[src/rtl/bpsk_tx_bridge_pkg.sv]
package bpsk_tx_bridge_pkg;

    // handshake controller states
    typedef enum logic [1:0] {
        HS_IDLE = 2'd0,
        HS_ACK  = 2'd1,
        HS_HOLD = 2'd2
    } hs_state_t;

    // framing states
    typedef enum logic [1:0] {
        FR_IDLE  = 2'd0,
        FR_START = 2'd1,
        FR_DATA  = 2'd2,
        FR_STOP  = 2'd3
    } fr_state_t;

endpackage

[src/rtl/bpsk_tx_bridge_sync.sv]
module bpsk_tx_bridge_sync #(
    parameter int STAGES = 2,
    parameter int W      = 1
) (
    input  logic         clk,
    input  logic         rst_n,
    input  logic [W-1:0] d,
    output logic [W-1:0] q
);

    logic [STAGES-1:0][W-1:0] stg_q;

    always_ff @(posedge clk or negedge rst_n) begin
        if (!rst_n) begin
            stg_q <= '0;
        end else begin
            stg_q[0] <= d;
            for (int i = 1; i < STAGES; i++) begin
                stg_q[i] <= stg_q[i-1];
            end
        end
    end

    assign q = stg_q[STAGES-1];

endmodule

[src/rtl/bpsk_tx_bridge_hs.sv]
module bpsk_tx_bridge_hs
    import bpsk_tx_bridge_pkg::*;
#(
    parameter int DATA_W = 8
) (
    input  logic              clk,
    input  logic              rst_n,
    input  logic              req_s,
    input  logic              ren_s,
    input  logic [DATA_W-1:0] host_data,
    input  logic              take,
    output logic              host_ack,
    output logic              buf_full,
    output logic [DATA_W-1:0] buf_data
);

    hs_state_t st_q, st_d;
    logic      capture;

    assign capture = (st_q == HS_IDLE) && req_s && !ren_s && !buf_full;

    // state register
    always_ff @(posedge clk or negedge rst_n) begin
        if (!rst_n) begin
            st_q <= HS_IDLE;
        end else begin
            st_q <= st_d;
        end
    end

    // transitions
    always_comb begin
        st_d = st_q;
        unique case (st_q)
            HS_IDLE: if (capture)   st_d = HS_ACK;
            HS_ACK:  if (!req_s)    st_d = HS_HOLD;
            HS_HOLD: if (!buf_full) st_d = HS_IDLE;
            default:                st_d = HS_IDLE;
        endcase
    end

    // outputs
    always_comb begin
        unique case (st_q)
            HS_ACK, HS_HOLD: host_ack = 1'b1;
            default:         host_ack = 1'b0;
        endcase
    end

    // one-byte holding register
    always_ff @(posedge clk or negedge rst_n) begin
        if (!rst_n) begin
            buf_full <= 1'b0;
            buf_data <= '0;
        end else if (capture) begin
            buf_full <= 1'b1;
            buf_data <= host_data;
        end else if (take) begin
            buf_full <= 1'b0;
        end
    end

endmodule

[src/rtl/bpsk_tx_bridge_framer.sv]
module bpsk_tx_bridge_framer
    import bpsk_tx_bridge_pkg::*;
#(
    parameter int DATA_W = 8,
    parameter int DIV    = 16
) (
    input  logic              clk,
    input  logic              rst_n,
    input  logic              buf_full,
    input  logic [DATA_W-1:0] buf_data,
    input  logic              ren_s,
    output logic              take,
    output logic              tx_line,
    output logic              lm_drive
);

    localparam int CNT_W = (DIV > 2) ? $clog2(DIV) : 1;
    localparam int IDX_W = (DATA_W > 2) ? $clog2(DATA_W) : 1;
    localparam int HALF  = DIV / 2;
    localparam logic [CNT_W-1:0] CNT_LAST = CNT_W'(DIV - 1);
    localparam logic [CNT_W-1:0] CNT_HALF = CNT_W'(HALF);
    localparam logic [IDX_W-1:0] IDX_LAST = IDX_W'(DATA_W - 1);

    fr_state_t         st_q, st_d;
    logic [CNT_W-1:0]  cnt_q;
    logic [DATA_W-1:0] sh_q;
    logic [IDX_W-1:0]  idx_q;
    logic              line_q;
    logic              tick;
    logic              sub_ref;

    // subcarrier divider
    always_ff @(posedge clk or negedge rst_n) begin
        if (!rst_n) begin
            cnt_q <= '0;
        end else if (cnt_q == CNT_LAST) begin
            cnt_q <= '0;
        end else begin
            cnt_q <= cnt_q + 1'b1;
        end
    end

    assign tick    = (cnt_q == CNT_LAST);
    assign sub_ref = (cnt_q >= CNT_HALF);
    assign take    = tick && buf_full && !ren_s &&
                     ((st_q == FR_IDLE) || (st_q == FR_STOP));

    // state register
    always_ff @(posedge clk or negedge rst_n) begin
        if (!rst_n) begin
            st_q <= FR_IDLE;
        end else begin
            st_q <= st_d;
        end
    end

    // transitions, taken at bit boundaries only
    always_comb begin
        st_d = st_q;
        if (tick) begin
            unique case (st_q)
                FR_IDLE:  if (take) st_d = FR_START;
                FR_START: st_d = FR_DATA;
                FR_DATA:  if (idx_q == IDX_LAST) st_d = FR_STOP;
                FR_STOP:  st_d = take ? FR_START : FR_IDLE;
                default:  st_d = FR_IDLE;
            endcase
        end
    end

    // outputs: shifter, bit index and line level
    always_ff @(posedge clk or negedge rst_n) begin
        if (!rst_n) begin
            sh_q   <= '0;
            idx_q  <= '0;
            line_q <= 1'b1;
        end else if (tick) begin
            unique case (st_q)
                FR_IDLE, FR_STOP: begin
                    if (take) begin
                        sh_q   <= buf_data;
                        line_q <= 1'b0;
                    end else begin
                        line_q <= 1'b1;
                    end
                end
                FR_START: begin
                    line_q <= sh_q[0];
                    sh_q   <= sh_q >> 1;
                    idx_q  <= '0;
                end
                FR_DATA: begin
                    if (idx_q == IDX_LAST) begin
                        line_q <= 1'b1;
                    end else begin
                        line_q <= sh_q[0];
                        sh_q   <= sh_q >> 1;
                        idx_q  <= idx_q + 1'b1;
                    end
                end
                default: line_q <= 1'b1;
            endcase
        end
    end

    assign tx_line  = line_q;
    assign lm_drive = sub_ref ^ ~line_q;

endmodule

[src/rtl/bpsk_tx_bridge.sv]
module bpsk_tx_bridge #(
    parameter int DATA_W      = 8,
    parameter int DIV         = 16,
    parameter int SYNC_STAGES = 2
) (
    input  logic              clk,
    input  logic              rst_n,
    input  logic              rx_mode,
    input  logic              host_req,
    input  logic [DATA_W-1:0] host_data,
    output logic              host_ack,
    output logic              tx_line,
    output logic              lm_drive
);

    logic [1:0]        sync_q;
    logic              req_s;
    logic              ren_s;
    logic              take;
    logic              buf_full;
    logic [DATA_W-1:0] buf_data;

    bpsk_tx_bridge_sync #(
        .STAGES (SYNC_STAGES),
        .W      (2)
    ) u_sync (
        .clk   (clk),
        .rst_n (rst_n),
        .d     ({rx_mode, host_req}),
        .q     (sync_q)
    );

    assign req_s = sync_q[0];
    assign ren_s = sync_q[1];

    bpsk_tx_bridge_hs #(
        .DATA_W (DATA_W)
    ) u_hs (
        .clk       (clk),
        .rst_n     (rst_n),
        .req_s     (req_s),
        .ren_s     (ren_s),
        .host_data (host_data),
        .take      (take),
        .host_ack  (host_ack),
        .buf_full  (buf_full),
        .buf_data  (buf_data)
    );

    bpsk_tx_bridge_framer #(
        .DATA_W (DATA_W),
        .DIV    (DIV)
    ) u_framer (
        .clk      (clk),
        .rst_n    (rst_n),
        .buf_full (buf_full),
        .buf_data (buf_data),
        .ren_s    (ren_s),
        .take     (take),
        .tx_line  (tx_line),
        .lm_drive (lm_drive)
    );

endmodule

[config.mk]
export PLATFORM = sky130hd
export DESIGN_NAME = bpsk_tx_bridge
export DESIGN_NICKNAME = d
export VERILOG_FILES = /design/src/rtl/bpsk_tx_bridge_pkg.sv /design/src/rtl/bpsk_tx_bridge_sync.sv /design/src/rtl/bpsk_tx_bridge_hs.sv /design/src/rtl/bpsk_tx_bridge_framer.sv /design/src/rtl/bpsk_tx_bridge.sv
export SDC_FILE = /design/constraint.sdc
export NUM_CORES = 1
export LEC_CHECK = 0
export BUFFER_PORTS_ARGS = -buffer_cell sky130_fd_sc_hd__buf_2
export CAP_MARGIN = 20
export CORE_MARGIN = 10
export CORE_UTILIZATION = 55
export DETAILED_ROUTE_END_ITERATION = 8
export PLACE_DENSITY = 0.8
export SLEW_MARGIN = 30
export SYNTH_ARGS = -nofsm -noshare
export SYNTH_HDL_FRONTEND = slang
export SYNTH_HIERARCHICAL = 1
export SYNTH_SLANG_ARGS = --single-unit
[constraint.sdc]
create_clock -name clk -period 2.53 [get_ports clk]
set_input_delay 0 -clock clk [delete_from_list [all_inputs] [get_ports clk]]
set_output_delay 0 -clock clk [all_outputs]
set_load 0.01 [all_outputs]
==> summary.md, run 1 <==
| Metric | Value |
|---|---|
| Status | finished clean |
| Crit-path cells | inv_1 > ha_1 > inv_1 > a211oi_4 > mux2_2 |
| WP data required | 2740 ps |
| CP endpoint kind | flop |
| Peak fanout along the critical path | 10 |
| Pre-CTS setup slack | 308.7 ps |
| Final Max Tran Viols | 0 |
| Mapped Cells | 130 |
| Register area share after synthesis | 49.55% |
| Kind of critical path | flop to flop |
| First-pass DRT Iterations | 4 |
| Comb pwr share | 38.8% |
| TritonCTS buffer count | 5 |
| Die H | 75.09 um |
| Rel. slew slack | 52.80% |
| Via count | 1037 |
| GRT Residual Overflow | 0 |
| Initial antenna violation count | 0 |
| Placed Area | 1747 um2 |
| GP Congestion | 0.7884 |
| I/O pin count | 15 |
| Final hold vios | 0 |
| Die area | 5639 um2 |
| HP Class | input port to async pin |
| CP max stage cell | ha_1 |
| Internal Dissipation | 1198 uW |
| Vias in the first global route | 1145 |
| DRC | 0 |
| First-pass GRT wire length | 5085 um |
| Synth Net Count | 155 |
| N_diodes | 0 |
| Skew final | 11.47 ps |
| CTS tree | done |
| Skew-Pair Late Insertion Delay | 330 ps |
| Clock transition at path regs | 100 ps |
| Worst R2R Setup Slack | 340 ps |
| Tot Pwr | 1782 uW |
| Ys Warns | 6 |
| Largest net degree at the start of global routing | 34 |
| Power Density | 933.6 nW/um2 |
| Fmax | 0.4570 GHz |
| Vias per inst | 5.458 |
| Clock share of power | 15.3% |
| CTS sink count | 33 |
| ANT nets after route | 0 |
| Clock Tree Buf Depth | 2 |
| CP arrival | 2400 ps |
| Post-layout util | 67.49% |
| Setup TNS | 0 ps |
| Switching part of the total | 32.81% |
| Min Clock Period, post-route | 2188 ps |
| Post-detail-place hpwl | 2051 um |
| RSZ-0062 raised after global routing | false |
| Number of H-tree levels | 2 |
| Core footprint | 2829 um2 |
| Max VDD drop | 604.4 uV |
| Net Sw Power | 584.9 uW |
| All-Layer GR Usage | 11.82% |
| Period utilization | 86.50% |
| Sequential share of power | 45.9% |
| WL final | 2851 um |
| FF+latch count, synth | 33 |
| PortBufs | 14 |
| Die X-Extent | 75.09 um |
| Synth cell types | 38 |
| Final worst slack | 341.7 ps |
| Synthesized cell area | 1669 um2 |
| Clock root buffer | clkbuf_4 |
| Worst Tran Pin Value | 708.0 ps |
| Most used cell, CP | inv_1 |
| Initial Utilization | 59.00% |
| Mean Syn Cell Area | 12.84 um2 |
| Fin nets | 183 |
| 1st-iter DRT viols | 19 |
| Share of layout cells above drive strength 1 | 33.33% |
| Row count | 19 |
| LEAKAGE | 0.0008678 uW |
| WL/cell | 15.01 um |
| Setup violators final | 0 |
| WP buf/inv | 2 |
| Element type at the critical path start | flop |
| Max capacitance violation total | 0 |
| P&R area growth vs syn | 14.39% |
| Crit path largest cell delay | 510 ps |
| Cell family with most CP delay | adder cells |
| Final Cell Area | 1909 um2 |
| Setup Fix Bufs, Post-CTS | 0 |
-- flip-flops by register name, indices dropped and copies added, names as in the netlist --
register,flops
u_framer/idx_q,3
u_framer/cnt_q,4
u_hs/buf_full,1
u_sync/stg_q,2
u_hs/buf_data,8
u_sync/q,2
u_framer/sh_q,8
u_framer/tx_line,1
u_framer/st_q,2
u_hs/st_q,2
-- cell type report --
class,count,area [um2]
fillers,206,919.6
flip-flops and latches,33,827.0
multi-input cells,82,769.5
repair buffers,25,180.2
clock buffers,7,45.04
inverters,11,41.29
well taps,31,38.79
clock inverters,1,7.507
-- worst register-to-register path: cells and delay by family (launching register included) --
kind                       cells  cell delay, ps
AOI/OAI and AO/OA              1             480
buffers and inverters          2             260
adders and majority gates      1             510
DFF                            1             440
muxes                          1             390
-- cells by family after synthesis --
kind of cell	share of synthesized area, %
adder cells (fa/ha/maj)	9.745
flip-flops	49.55
XOR/XNOR	1.050
buffers and inverters	4.347
multiplexers	17.47
AND/OR/NAND/NOR	8.921
AO/OA/AOI/OAI	8.920
-- layout by cell type, fill, tap and decap left out, types with 2 or more instances in the layout --
| cell | synthesis | routed |
|---|---|---|
| dlygate4sd3_1 | 0 | 11 |
| ha_1 | 13 | 13 |
| inv_1 | 11 | 11 |
| nand2b_1 | 2 | 2 |
| o21a_1 | 2 | 2 |
| mux2_2 | 24 | 24 |
| o21ai_0 | 2 | 2 |
| nor2_1 | 3 | 3 |
| clkbuf_1 | 0 | 2 |
| buf_2 | 1 | 14 |
| o211ai_1 | 2 | 2 |
| dfrtp_1 | 32 | 32 |
| clkbuf_4 | 0 | 5 |
| nand2_1 | 10 | 10 |
-- what timing repair did --
action	4_1_cts	5_1_grt
endpoints found under the hold margin	42	0
hold buffers	11	0
gates resized for setup	0	0
-- worst paths after layout --
path	end	depth (start not counted)	startpoint
worst max-delay path	u_framer/sh_q[2]	5	u_framer/st_q[0]
min in group clk	u_sync/stg_q[1]	2	rx_mode
worst min register to register	u_sync/q[0]	0	u_sync/stg_q[0]
worst max register to register	u_framer/sh_q[2]	5	u_framer/st_q[0]
worst min-delay path	u_framer/cnt_q[2]	2	rst_n
max in group asynchronous	u_framer/st_q[1]	2	rst_n
-- power groups by stage --
stage | sequential (uW) | clock, uW | combinational, uW
finish | 819 | 272 | 692
global route | 843 | 310 | 774
CTS | 820 | 285 | 699
detailed placement | 830 | 0 | 681
global placement | 818 | 0 | 638
floorplan | 798 | 0 | 567
-- cells in the mapped netlist --
cell       number  area (um2)
dfrtp_1        32       800.8
mux2_2         24       270.3
ha_1           13       162.7
inv_1          11       41.29
nand2_1        10       37.54
nor2_1          3       11.26
buf_4           2       15.01
nand2b_1        2       12.51
o211ai_1        2       15.01
o21a_1          2       15.01
o21ai_0         2       10.01
a211oi_1        1       7.510
a211oi_4        1       20.02
a21o_2          1       8.760
a21oi_1         1       5.000
a221oi_1        1       8.760
a221oi_2        1       15.01
a41oi_1         1       8.760
and2_4          1       8.760
and3_1          1       6.260
buf_2           1       5.000
buf_6           1       11.26
dfstp_2         1       26.28
mux2_1          1       11.26
mux2i_1         1       10.01
nand2b_4        1       13.76
nand3_1         1       5.000
nand3_2         1       10.01
nand3b_1        1       7.510
nor2b_1         1       6.260
nor3b_4         1       18.77
o2111ai_1       1       8.760
o22a_1          1       8.760
o311ai_0        1       8.760
o41ai_1         1       8.760
or3b_4          1       11.26
xnor2_1         1       8.760
xor2_1          1       8.760
-- metal layers --
metal  up-vias  wire, um  global-route usage [%]
met5         -         0                       0
met4         0        63                   6.303
met3         9       137                   4.074
met2        18      1448                   20.00
met1       500      1202                   12.77
li1        510         -                       -
-- through the flow --
step,hold slack (ps),std cells
after floorplan,-295.6,130
after global placement,89.05,171
after detailed placement,93.13,171
after CTS,267.8,190
after global routing,298.7,190
final,249.9,190
Note: power is estimated with default switching activity, not from simulation.
==> inputs of run 2 (changes only) <==
Settings changed: SYNTH_HIERARCHICAL 1 to not set.
==> summary.md, run 2 <==
| Metric | Value |
|---|---|
| Count leader, synth | dfrtp_1 |
| DRC | 0 |
| Reg2Reg Depth | 5 |
| First-pass DRT Iterations | 4 |
| All-Layer GR Usage | 12.37% |
| Die X-Extent | 74.63 um |
| Status | finished clean |
| Finished Layout Cells | 188 |
| Max capacitance violation total | 0 |
| Setup Fix Bufs, Post-CTS | 0 |
| Synthesized cell area | 1642 um2 |
| GRT Residual Overflow | 0 |
| Kind of critical path | flop to flop |
| Vias per inst | 5.543 |
| WL/cell | 15.66 um |
| Worst setup startpoint | u_framer.st_q[0] |
| Rel. slew slack | 52.54% |
| Die area | 5570 um2 |
| Area leader, netlist | dfrtp_1 |
| ANT nets after route | 0 |
| 1st-iter DRT viols | 44 |
| Via count | 1042 |
| Top_reg_cell synth | dfrtp_1 |
| Setup violators final | 0 |
| Fin nets | 182 |
| Peak fanout along the critical path | 6 |
| Reg2reg end | u_framer.st_q[1] |
| PortBufs | 14 |
| Row count | 19 |
| Synth top area share | 48.78% |
| TritonCTS buffer count | 5 |
| GP Congestion | 0.8137 |
| Ys async rst share | 100.0% |
| Worst Tran Pin Value | 711.9 ps |
| Critical Path End | u_framer.st_q[1] |
| CP arrival | 2230 ps |
| CTS sink count | 33 |
| Synth cell types | 35 |
| CTS tree | done |
| LEAKAGE | 0.0008828 uW |
| Ranking of synthesized cells by area | dfrtp_1 (49%), mux2_2 (11%), ha_1 (9.9%), mux2_1 (4.8%), o21ai_0 (2.4%) |
| Compound-Gate Fraction of Synth Area | 11.74% |
| Main combinational cell family by area after synthesis | multiplexers |
| Final Max Tran Viols | 0 |
| Post-detail-place hpwl | 1989 um |
| Most frequent cells in the layout | dfrtp_1 (32), mux2_2 (16), buf_2 (14) |
| Period utilization | 79.08% |
| Register area share after synthesis | 50.38% |
| Clock Tree Buf Depth | 2 |
| Clock transition at path regs | 110 ps |
| Skew-Pair Late Insertion Delay | 340 ps |
| N_diodes | 0 |
| Most common cell after layout, fill and taps aside | dfrtp_1 |
| Mapped Cells | 128 |
| Filler Cells Inserted | 211 |
| Inst Count DP | 170 |
| Leading cell types by count after synthesis | dfrtp_1 (32), mux2_2 (16), ha_1 (13) |
| Power Density | 943.1 nW/um2 |
| P&R area growth vs syn | 16.08% |
| Initial Utilization | 58.52% |
| Initial antenna violation count | 0 |
| Clock root buffer | clkbuf_4 |
| Synth Net Count | 153 |
| Largest net degree at the start of global routing | 34 |
| Mux contribution to synthesized area | 16.69% |
| WL final | 2945 um |
| Die H | 74.63 um |
| RSZ-0062 raised after global routing | false |
| Share of layout cells above drive strength 1 | 28.03% |
| Synth Area in Simple Gates | 7.088% |
| Worst r2r src | u_framer.st_q[0] |
| Synth Area in XOR/XNOR | 1.067% |
| Setup TNS | 0 ps |
| Fmax | 0.4999 GHz |
| EDFF count, synth | 0 |
| Number of H-tree levels | 2 |
| Element type at the critical path start | flop |
| Biggest regs | u_framer.sh_q: 8 flops, u_hs.buf_data: 8 flops, u_framer.cnt_q: 4 flops |
| Skew final | 14.05 ps |
| WP data required | 2760 ps |
| Vias in the first global route | 1138 |
| Adder-cell share of the synthesized area | 9.909% |
| Ys Warns | 0 |
| Final hold vios | 0 |
| I/O pin count | 15 |
| First-pass GRT wire length | 5181 um |
| Min Clock Period, post-route | 2001 ps |
| Mean Syn Cell Area | 12.82 um2 |
| FF+latch count, synth | 33 |
| Core footprint | 2805 um2 |
| Worst R2R Setup Slack | 530 ps |
| HP Class | input port to async pin |
| CP endpoint kind | flop |
| Max VDD drop | 526.6 uV |
## run 2: cell types whose count changed in the layout (fill, tap and decap cells not counted), sizes merged, moves of 2 or more
cell,before,now
o21ai,2,9
a22o,0,3
nand2,10,5
inv,11,9
a211oi,2,0
## run 2: area by class of cell
cell class	count	area, um2	share of cell area [%]
Sequential cell	33	827.0	43.40
Inverter	9	33.78	1.773
Clock buffer	7	55.05	2.889
Multi-Input combinational cell	82	763.2	40.05
Timing Repair Buffer	26	187.7	9.849
Tap cell	31	38.79	2.035
## run 2: power breakdown
| part | switching [uW] | internal, uW | total [uW] |
|---|---|---|---|
| Sequential | 110 | 700 | 810 |
| Clock | 172 | 131 | 303 |
| Combinational | 302 | 382 | 684 |
## run 2: worst min path at each step
stage / endpoint / slack (ps) / cells after the start / start
5_1_grt: u_framer.cnt_q[3] / 290 / 2 / rst_n
6_report: u_framer.cnt_q[3] / 240 / 2 / rst_n
2_1_floorplan: u_framer.cnt_q[0] / -300 / 0 / rst_n
4_1_cts: u_framer.cnt_q[3] / 260 / 2 / rst_n
3_5_place_dp: u_framer.cnt_q[3] / 90 / 1 / rst_n
3_3_place_gp: u_framer.idx_q[2] / 90 / 1 / rst_n
## run 2: repair_timing
action,CTS,global route
hold endpoints to repair,42,0
hold buffers,11,0
resized for setup,0,0
## run 2: layer usage
metal	routed length (um)	vias up	global-route usage [%]	share of wire, %
li1	-	509	-	-
met5	0	-	0	0
met4	67	0	6.933	2.3
met1	1244	506	13.33	42
met2	1524	20	20.85	52
met3	109	7	4.336	3.7
## run 2: kinds of logic after synthesis
logic type | count (synthesis)
compound gates | 23
simple gates | 20
buf+inv | 13
flops | 33
fa+ha+maj | 13
xor+xnor | 2
mux | 24
## run 2: critical path, cell delays in order, from the launching register on
cell	delay, ps
dfrtp_1	460
inv_1	90
ha_1	310
or3b_4	430
a221oi_4	270
mux2_4	320
## run 2: stage by stage
stage	total power [uW]	instance area (um2)	utilization (%)	worst slack [ps]	hold slack, ps
finish	1797	1906	67.93	529.4	236.9
global route	1930	1906	67.93	459.9	287.9
CTS	1817	1906	67.93	539.5	263.1
detailed placement	1501	1740	62.04	561.7	92.66
global placement	1449	1740	62.04	640.3	92.54
floorplan	1320	1642	-	606.2	-295.6
